--- src/rtl/rmw_seq_pkg.sv ---
package rmw_seq_pkg;

  typedef enum logic [3:0] {
    SQ_IDLE,
    SQ_CHAN,
    SQ_MODE,
    SQ_ROFS,
    SQ_RGO,
    SQ_RPOLL,
    SQ_FETCH,
    SQ_WOFS,
    SQ_WDAT,
    SQ_WGO,
    SQ_WPOLL
  } sq_state_e;

  localparam int unsigned MANUAL_MODE  = 1;
  localparam int unsigned CSR_WR_GO    = 0;
  localparam int unsigned CSR_RD_GO    = 1;

endpackage

--- src/rtl/rmw_merge.sv ---
module rmw_merge #(
  parameter int DATA_W = 32
) (
  input  logic [DATA_W-1:0] old_word,
  input  logic [DATA_W-1:0] mask,
  input  logic [DATA_W-1:0] bits,
  output logic [DATA_W-1:0] merged
);

  for (genvar i = 0; i < DATA_W; i++) begin : g_bit
    assign merged[i] = mask[i] ? bits[i] : old_word[i];
  end

endmodule

--- src/rtl/rmw_poll_timer.sv ---
module rmw_poll_timer #(
  parameter int LIMIT = 1024
) (
  input  logic clk,
  input  logic rst,
  input  logic clr,
  input  logic tick,
  output logic last
);

  localparam int CW = $clog2(LIMIT + 1);

  logic [CW-1:0] cnt;

  always_ff @(posedge clk) begin
    if (rst || clr) cnt <= '0;
    else if (tick)  cnt <= cnt + 1'b1;
  end

  assign last = (cnt == CW'(LIMIT - 1));


  poll_cnt_bound_chk: assert property (@(posedge clk) disable iff (rst)
    cnt < CW'(LIMIT));

endmodule

--- src/rtl/rmw_bus_port.sv ---
module rmw_bus_port #(
  parameter int ADDR_W = 8,
  parameter int DATA_W = 32
) (
  input  logic              clk,
  input  logic              rst,
  input  logic              req,
  input  logic              req_we,
  input  logic [ADDR_W-1:0] req_addr,
  input  logic [DATA_W-1:0] req_wdata,
  output logic              ack,
  output logic [DATA_W-1:0] rsp_data,
  output logic [ADDR_W-1:0] avm_address,
  output logic              avm_read,
  output logic              avm_write,
  output logic [DATA_W-1:0] avm_writedata,
  input  logic [DATA_W-1:0] avm_readdata,
  input  logic              avm_waitrequest
);

  logic active;
  assign active = avm_read | avm_write;

  always_ff @(posedge clk) begin
    if (rst) begin
      avm_address   <= '0;
      avm_read      <= 1'b0;
      avm_write     <= 1'b0;
      avm_writedata <= '0;
      ack           <= 1'b0;
      rsp_data      <= '0;
    end else begin
      ack <= 1'b0;
      if (active) begin
        if (!avm_waitrequest) begin
          avm_read  <= 1'b0;
          avm_write <= 1'b0;
          ack       <= 1'b1;
          if (avm_read) rsp_data <= avm_readdata;
        end
      end else if (req) begin
        avm_address   <= req_addr;
        avm_writedata <= req_wdata;
        avm_write     <= req_we;
        avm_read      <= !req_we;
      end
    end
  end


  rw_excl_chk: assert property (@(posedge clk) disable iff (rst)
    !(avm_read && avm_write));


  req_when_free_chk: assert property (@(posedge clk) disable iff (rst)
    req |-> !active);


  hold_on_wait_chk: assert property (@(posedge clk) disable iff (rst)
    (active && avm_waitrequest) |=> ($stable(avm_address) && $stable(avm_writedata)
                                     && $stable(avm_read) && $stable(avm_write)));

endmodule

--- src/rtl/rmw_seq.sv ---
module rmw_seq
  import rmw_seq_pkg::*;
#(
  parameter int ADDR_W     = 8,
  parameter int DATA_W     = 32,
  parameter int CHAN_W     = 10,
  parameter int OFFS_W     = 16,
  parameter int POLL_LIMIT = 1024,
  parameter int BUSY_BIT   = 8,
  parameter logic [ADDR_W-1:0] CHAN_ADDR = 'h38,
  parameter logic [ADDR_W-1:0] MODE_ADDR = 'h3A,
  parameter logic [ADDR_W-1:0] OFFS_ADDR = 'h3B,
  parameter logic [ADDR_W-1:0] DATA_ADDR = 'h3C,
  parameter logic [ADDR_W-1:0] CSR_ADDR  = 'h3D
) (
  input  logic              clk,
  input  logic              rst,
  input  logic              cmd_start,
  input  logic [CHAN_W-1:0] cmd_channel,
  input  logic [OFFS_W-1:0] cmd_offset,
  input  logic [DATA_W-1:0] cmd_mask,
  input  logic [DATA_W-1:0] cmd_bits,
  output logic              cmd_ready,
  output logic              done,
  output logic              err,
  output logic [DATA_W-1:0] result,
  output logic [ADDR_W-1:0] avm_address,
  output logic              avm_read,
  output logic              avm_write,
  output logic [DATA_W-1:0] avm_writedata,
  input  logic [DATA_W-1:0] avm_readdata,
  input  logic              avm_waitrequest
);

  sq_state_e         state;
  logic              issued;
  logic [CHAN_W-1:0] ch_q;
  logic [OFFS_W-1:0] ofs_q;
  logic [DATA_W-1:0] mask_q;
  logic [DATA_W-1:0] bits_q;
  logic [DATA_W-1:0] fetched_q;
  logic [DATA_W-1:0] merged;

  logic              acc_req;
  logic              acc_we;
  logic [ADDR_W-1:0] acc_addr;
  logic [DATA_W-1:0] acc_wdata;
  logic              acc_ack;
  logic [DATA_W-1:0] acc_rdata;

  logic              polling;
  logic              busy_seen;
  logic              tmr_clr;
  logic              tmr_tick;
  logic              tmr_last;

  assign cmd_ready = (state == SQ_IDLE);
  assign acc_req   = (state != SQ_IDLE) && !issued;
  assign polling   = (state == SQ_RPOLL) || (state == SQ_WPOLL);
  assign busy_seen = acc_rdata[BUSY_BIT];
  assign tmr_clr   = (state == SQ_RGO) || (state == SQ_WGO);
  assign tmr_tick  = acc_ack && polling && busy_seen && !tmr_last;

  rmw_merge #(.DATA_W(DATA_W)) merge_i (
    .old_word (fetched_q),
    .mask     (mask_q),
    .bits     (bits_q),
    .merged   (merged)
  );

  rmw_poll_timer #(.LIMIT(POLL_LIMIT)) timer_i (
    .clk  (clk),
    .rst  (rst),
    .clr  (tmr_clr),
    .tick (tmr_tick),
    .last (tmr_last)
  );

  rmw_bus_port #(.ADDR_W(ADDR_W), .DATA_W(DATA_W)) port_i (
    .clk             (clk),
    .rst             (rst),
    .req             (acc_req),
    .req_we          (acc_we),
    .req_addr        (acc_addr),
    .req_wdata       (acc_wdata),
    .ack             (acc_ack),
    .rsp_data        (acc_rdata),
    .avm_address     (avm_address),
    .avm_read        (avm_read),
    .avm_write       (avm_write),
    .avm_writedata   (avm_writedata),
    .avm_readdata    (avm_readdata),
    .avm_waitrequest (avm_waitrequest)
  );

  // Access issued by each step of the sequence
  always_comb begin
    acc_we    = 1'b1;
    acc_addr  = CHAN_ADDR;
    acc_wdata = '0;
    unique case (state)
      SQ_CHAN: acc_wdata = DATA_W'(ch_q);
      SQ_MODE: begin
        acc_addr  = MODE_ADDR;
        acc_wdata = DATA_W'(MANUAL_MODE);
      end
      SQ_ROFS, SQ_WOFS: begin
        acc_addr  = OFFS_ADDR;
        acc_wdata = DATA_W'(ofs_q);
      end
      SQ_RGO: begin
        acc_addr             = CSR_ADDR;
        acc_wdata[CSR_RD_GO] = 1'b1;
      end
      SQ_RPOLL, SQ_WPOLL: begin
        acc_addr = CSR_ADDR;
        acc_we   = 1'b0;
      end
      SQ_FETCH: begin
        acc_addr = DATA_ADDR;
        acc_we   = 1'b0;
      end
      SQ_WDAT: begin
        acc_addr  = DATA_ADDR;
        acc_wdata = merged;
      end
      SQ_WGO: begin
        acc_addr             = CSR_ADDR;
        acc_wdata[CSR_WR_GO] = 1'b1;
      end
      default: ;
    endcase
  end

  always_ff @(posedge clk) begin
    if (rst) begin
      state     <= SQ_IDLE;
      issued    <= 1'b0;
      ch_q      <= '0;
      ofs_q     <= '0;
      mask_q    <= '0;
      bits_q    <= '0;
      fetched_q <= '0;
      done      <= 1'b0;
      err       <= 1'b0;
      result    <= '0;
    end else begin
      done <= 1'b0;
      if (acc_req) issued <= 1'b1;
      if (state == SQ_IDLE) begin
        if (cmd_start) begin
          ch_q   <= cmd_channel;
          ofs_q  <= cmd_offset;
          mask_q <= cmd_mask;
          bits_q <= cmd_bits;
          err    <= 1'b0;
          result <= '0;
          state  <= SQ_CHAN;
        end
      end else if (acc_ack) begin
        issued <= 1'b0;
        unique case (state)
          SQ_CHAN:  state <= SQ_MODE;
          SQ_MODE:  state <= SQ_ROFS;
          SQ_ROFS:  state <= SQ_RGO;
          SQ_RGO:   state <= SQ_RPOLL;
          SQ_FETCH: begin
            fetched_q <= acc_rdata;
            state     <= SQ_WOFS;
          end
          SQ_WOFS:  state <= SQ_WDAT;
          SQ_WDAT:  state <= SQ_WGO;
          SQ_WGO:   state <= SQ_WPOLL;
          SQ_RPOLL, SQ_WPOLL: begin
            if (!busy_seen) begin
              if (state == SQ_RPOLL) begin
                state <= SQ_FETCH;
              end else begin
                state  <= SQ_IDLE;
                done   <= 1'b1;
                result <= merged;
              end
            end else if (tmr_last) begin
              state <= SQ_IDLE;
              done  <= 1'b1;
              err   <= 1'b1;
            end
          end
          default: state <= SQ_IDLE;
        endcase
      end
    end
  end


  accept_leaves_idle_chk: assert property (@(posedge clk) disable iff (rst)
    (cmd_start && cmd_ready) |=> !cmd_ready);


  done_idle_chk: assert property (@(posedge clk) disable iff (rst)
    done |-> cmd_ready);


  done_pulse_chk: assert property (@(posedge clk) disable iff (rst)
    done |=> !done);


  timeout_result_chk: assert property (@(posedge clk) disable iff (rst)
    (done && err) |-> (result == '0));


  mode_value_chk: assert property (@(posedge clk) disable iff (rst)
    (avm_write && avm_address == MODE_ADDR) |-> (avm_writedata == DATA_W'(MANUAL_MODE)));


  no_access_idle_chk: assert property (@(posedge clk) disable iff (rst)
    (cmd_ready && !$past(cmd_ready)) |=> !(avm_read || avm_write));

endmodule

--- config.mk ---
export PLATFORM = sky130hd
export DESIGN_NAME = rmw_seq
export DESIGN_NICKNAME = d
export VERILOG_FILES = /design/src/rtl/rmw_seq_pkg.sv /design/src/rtl/rmw_merge.sv /design/src/rtl/rmw_poll_timer.sv /design/src/rtl/rmw_bus_port.sv /design/src/rtl/rmw_seq.sv
export SDC_FILE = /design/constraint.sdc
export NUM_CORES = 1
export LEC_CHECK = 0
export BUFFER_PORTS_ARGS = -buffer_cell sky130_fd_sc_hd__buf_2
export CORE_MARGIN = 1.5
export CORE_UTILIZATION = 50
export DETAILED_ROUTE_END_ITERATION = 10
export PLACE_DENSITY = 0.74
export SYNTH_ARGS = -nofsm -noshare
export SYNTH_HDL_FRONTEND = slang
export SYNTH_SLANG_ARGS = --single-unit
export TNS_END_PERCENT = 50
--- constraint.sdc ---
create_clock -name clk -period 4.51 [get_ports clk]
set_input_delay 0.6765 -clock clk [delete_from_list [all_inputs] [get_ports clk]]
set_output_delay 0.6765 -clock clk [all_outputs]
set_load 0.1 [all_outputs]
### Yosys cells after proc, flatten, opt, wreduce, memory -nomap -nowiden

Index checks and enable logic that the tools add are counted.

* register bits after elaboration: 247
* input port bits: 126
* output and inout bits: 77
* logic and storage cells: 140

* add/sub/neg operators: 1
* eq/ne operators: 16
* mux-type cells: 68
* bitwise logic cells: 6
* reduce and logical (&&, ||, !) cells: 32

Operators with widths (count)
* $mux W32: 6
* $pmux W30 S3: 1
* $mux W1: 51
* $pmux W4 S9: 1
* $mux W4: 5
* $eq A4 B3 Y1 const B: 4
* $eq A4 B4 Y1 const B: 3
* $pmux W3 S4: 1
* $add A11 B1 Y11 const B: 1
* $eq A11 B10 Y1 const B: 1
* $reduce_and A5 Y1: 2
* $reduce_bool A2 Y1: 5
* $reduce_or A2 Y1: 5
* $reduce_and A3 Y1: 3
* $eq A4 B2 Y1 const B: 2
* $ne A2 B2 Y1 const B: 4
* $pmux W1 S4: 2
* $reduce_or A4 Y1: 2
* $reduce_and A2 Y1: 3
* $not A1 Y1: 5
* $eq A4 B1 Y1 const B: 1
* $logic_and A1 B1 Y1: 4
* $logic_not A4 Y1: 1
* $ne A4 B4 Y1 const B: 1
* 6 further kinds: 9

### Logic depth before layout (Yosys ltp)

* word-level depth: 6
* mapped depth: 8
* gate-level depth less buffers: 5

### Hierarchy

Synthesis repeated with hierarchy kept, for this count alone.

* cell total of the unflattened synthesis: 1230
* area, all modules: 10085.9 µm²

Modules (own cells, without submodules)
* rmw_seq: instances 1, cells an instance 814, area an instance 6495.0 µm², seq. area each 3223.1 µm²
* rmw_bus_port: instances 1, cells an instance 326, area an instance 2606.2 µm², seq. area each 1501.4 µm²
* rmw_poll_timer: instances 1, cells an instance 58, area an instance 504.2 µm², seq. area each 220.2 µm²
* rmw_merge: instances 1, cells an instance 32, area an instance 480.5 µm², seq. area each 0.0 µm²

### Worst setup path after synthesis

OpenSTA, ideal clock, no wires.

* kind: register to output
* start: register state[3]
* end: output cmd_ready
* arrival time: 2.086 ns
* data required time: 3.833 ns
* setup slack: 1.747 ns
* stages on the path, launching flop included: 5
* path buffers: 2
* cell sequence: dfxtp_1 -> buf_6 -> or4_4 -> clkinv_4 -> clkbuf_1

* word-level cells in the longest chain between the ends: 1

Ends and longest elaborated chain
* start, declared: RTL line rmw_seq.sv:35 `sq_state_e state;`
* start signal, assigned: RTL line rmw_seq.sv:137 `state <= SQ_IDLE;`
* start signal, assigned: RTL line rmw_seq.sv:158 `state <= SQ_CHAN;`
* start signal, assigned: RTL line rmw_seq.sv:163 `SQ_CHAN: state <= SQ_MODE;`
* $logic_not A4 Y1: RTL line rmw_seq.sv:57 `assign cmd_ready = (state == SQ_IDLE);`
* end, declared: RTL line rmw_seq.sv:23 `output logic cmd_ready,`

Every way passes these cells.

### Worst setup path after layout

* start: register state[0]
* end: output cmd_ready

The elaborated chain is that of the path after synthesis.

==> metrics.md <==
| Metric | Value |
|---|---|
| Slew @ Worst Pin | around 1200 ps |
| Post-synth EDFFs | 0 |
| Root buf cell | clkbuf_16 |
| Clk pwr share | about a third |
| DR vias/cell | 5.52 |
| Switching Share | 34.7% |
| Worst vdd ir | 461 uV |
| Clock Sinks | approximately 240 |
| Clk slew on worst S/H paths | approximately 60 ps |
| Row count | 50 |
| Initial antenna violation count | 1 |
| Most common cell after layout, fill and taps aside | nand2_1 |
| Main synth FF type | dfxtp_1 |
| WP buf/inv | 2 |
| Critical path class | register to primary output |
| Status | finished clean |
| Psw | about 2 mW |
| Period utilization | 71.0% |
| Simple-gate portion of the synthesized area | roughly a quarter |
| DR pass1 iterations | 7 |
| Yosys cell types | between 50 and 60 |
| Synth async-reset ratio | 0% |
| Worst-path maximum fanout | 53 |
| Post-DP HPWL | 17.2 mm |
| Fin crit period | around 3200 ps |
| Pint | 3.80 mW |
| CP Launch Point | state[0]$_SDFFE_PP0P_ |
| Pre-CTS setup slack | between 1500 and 2000 ps |
| Starting Density | between 50 and 60% |
| Pin count of the biggest net entering global routing | between 100 and 150 |
| Complex-gate fraction of the synthesized area | 17.1% |
| Worst setup EP type | primary output |
| Setup WS post-layout | between 1000 and 1500 ps |
| Wirelength per Cell | 16.7 um |
| Reg power frac | ~42% |
| Setup violations, final | 0 |
| Comb power frac | ~23% |
| CTS Buf Count | 25 |
| Max Freq | approximately 310 MHz |
| Main combinational cell family by area after synthesis | simple AND/OR/NAND/NOR gates |
| GRT Util Overall | approximately a quarter |
| Layout cells sized above 1 | roughly a fifth |
| Number of H-tree levels | 1 |
| Power density over the cells | 511 nW/um^2 |
| Placed Cells | around 1500 |
| CTS max path bufs | 3 |
| Final wirelength | about 26 mm |
| Synth Area in Adders | 0.130% |
| Final hold vios | 0 |
| Startpoint of the worst hold path | avm_readdata[22] |
| XOR/XNOR Fraction of Synth Area | less than 1% |
| Syn Area/Cell | 8.04 um^2 |
| Crit-path leading delay family | buffers and inverters |
| Area Overhead vs Synth | 18.5% |
| Count of max-cap constraint violations | 0 |
| Commonest non-fill, non-tap cells in the layout | nand2_1, dfxtp_1, a21oi_1 |
| Die W | 142 um |
| Mux cell area share after synthesis | 3.77% |
| Cell at the slowest stage of the critical path | or4_4 |
| Initial DRC count | roughly 610 |
| Share of the yosys chip area belonging to registers | about 51% |
| #FFs+latches synth | ~240 |
| Non-Filler Instances | approximately 1600 |
| Post_cts resized | 0 |
| Vias in the first global route | about 8100 |
| Total I/O pin count | between 200 and 250 |
| Arr. time, crit path | 2530 ps |
| Die height | approximately 140 um |
| Routed Antenna Nets | 0 |
| Hold buffer count at CTS | 0 |
| Cell count after synthesis | about 1200 |
| R2r startpoint | state[1]$_SDFFE_PP0P_ |
| Die area | around 20000 um^2 |
| Worst skew pair latency | 510 ps |
| DRC | 0 |
| Ys Warns | 0 |
| Slew Limit Fails | 0 |
| Slew HR | approximately 17% |
| Worst hold path class | input pin to register |
| Setup TNS Final | 0 ps |
| Leak pwr | ~4.3 nW |
| DR vias | ~9000 |
| CP Cell Sequence | or4_4 > clkinv_4 > buf_2 |
| Slowest Stage Delay on Critical Path | ~650 ps |
| Final nets | ~1500 |
| Final Skew | 11.4 ps |
| Core area | approximately 19000 um^2 |
| Post-CTS setup buffers | 0 |
| Synthesized area | between 9000 and 10000 um^2 |
| Req. time, crit path | 3830 ps |
| Startpoint Class | register |
| Global-route wire length before repair | about 41 mm |
| RSZ-0062 raised after global routing | no |
| I/O Buffers | 200 |
| CTS tree | yes |
| RD Place Congestion | ~0.83 |
| Global route total overflow | 0 |
-- sequential cells by signal (all words and copies together), names as in the netlist, named ones only --
signal                cells
fetched_q                32
state                     4
port_i.avm_read           1
port_i.avm_address        4
port_i.avm_writedata     32
port_i.rsp_data          32
port_i.avm_write          1
ch_q                     10
done                      1
port_i.ack                1
bits_q                   32
result                   32
ofs_q                    16
mask_q                   32
err                       1
timer_i.cnt              11
-- layer usage --
metal,GRT usage [%],routed length (um),vias up
met5,0,0,-
met4,10.1,853,0
met3,4.18,1850,53
met2,41.7,12200,324
met1,34.4,11500,4038
li1,-,-,4345
-- final cells by class --
| class | instances | area (um^2) |
|---|---|---|
| tap | 234 | 293 |
| antenna | 1 | 2.50 |
| inverter | 8 | 35.0 |
| clock buffer | 38 | 764 |
| clock inverter | 7 | 46.3 |
| sequential | 243 | 4860 |
| fill | 1687 | 7370 |
| timing repair buffer | 211 | 1090 |
| multi-input combinational | 845 | 4300 |
-- power by group through the flow --
| stage | Clock (mW) | Combinational (mW) | Sequential (mW) |
|---|---|---|---|
| 4_1_cts | 2.03 | 1.34 | 2.46 |
| 3_3_place_gp | 0 | 1.31 | 2.50 |
| 2_1_floorplan | 0 | 0.910 | 2.63 |
| 3_5_place_dp | 0 | 1.34 | 2.50 |
| 6_report | 2.01 | 1.35 | 2.46 |
| 5_1_grt | 2.11 | 1.46 | 2.48 |
-- Yosys cell counts, drive strengths merged (3+ instances only) --
master | n | share of area, %
nand2 | 365 | 14
a22o | 8 | 0.73
nand4 | 4 | 0.26
nand2b | 4 | 0.26
o2111ai | 3 | 0.27
nor2 | 46 | 1.8
nor2b | 4 | 0.26
a21oi | 226 | 12
o21ai | 11 | 0.57
buf | 26 | 1.7
or3 | 36 | 2.3
o2bb2ai | 6 | 0.55
nor3 | 7 | 0.36
a211o | 3 | 0.27
dfxtp | 243 | 51
clkbuf | 75 | 2.9
nand3 | 8 | 0.42
inv | 7 | 0.27
or4 | 7 | 0.59
nor4 | 17 | 1.1
o211ai | 8 | 0.62
o31ai | 6 | 0.47
a32oi | 7 | 0.83
mux2i | 34 | 3.5
-- cells by family (layout without fill, tap and decap cells) --
kind of cell | after synthesis | count (layout)
adders and majority gates | 1 | 1
buffers and inverters | 109 | 264
xor gates and xnor gates | 2 | 2
muxes | 36 | 36
other | 1 | 3
DFF | 243 | 243
and+or+nand+nor | 515 | 515
AOI/OAI and AO/OA | 289 | 289
-- stage by stage --
| stage | area, um^2 | hold WS, ps | util (%) | total power, mW |
|---|---|---|---|---|
| CTS | 11400 | 388 | 60.7 | 5.83 |
| global placement | 10600 | 436 | 56.4 | 3.81 |
| finish | 11400 | 396 | 60.7 | 5.83 |
| global route | 11400 | 398 | 60.7 | 6.06 |
| floorplan | 9620 | 432 | - | 3.54 |
| detailed placement | 10600 | 442 | 56.4 | 3.84 |
-- worst min-delay path: stages --
cell and delay (ps):
buf_2 90, nand2_1 40, a21oi_1 50
-- worst paths after layout --
path,end,slack [ps],depth (start not counted)
worst max-delay path,cmd_ready,1310,3
worst min-delay path,port_i.rsp_data[22]$_SDFFE_PP0P_,400,3
worst max register to register,result[17]$_SDFFE_PP0P_,1620,6
worst min register to register,fetched_q[16]$_SDFFE_PP0P_,450,2
(Power assumes the default switching activity.)
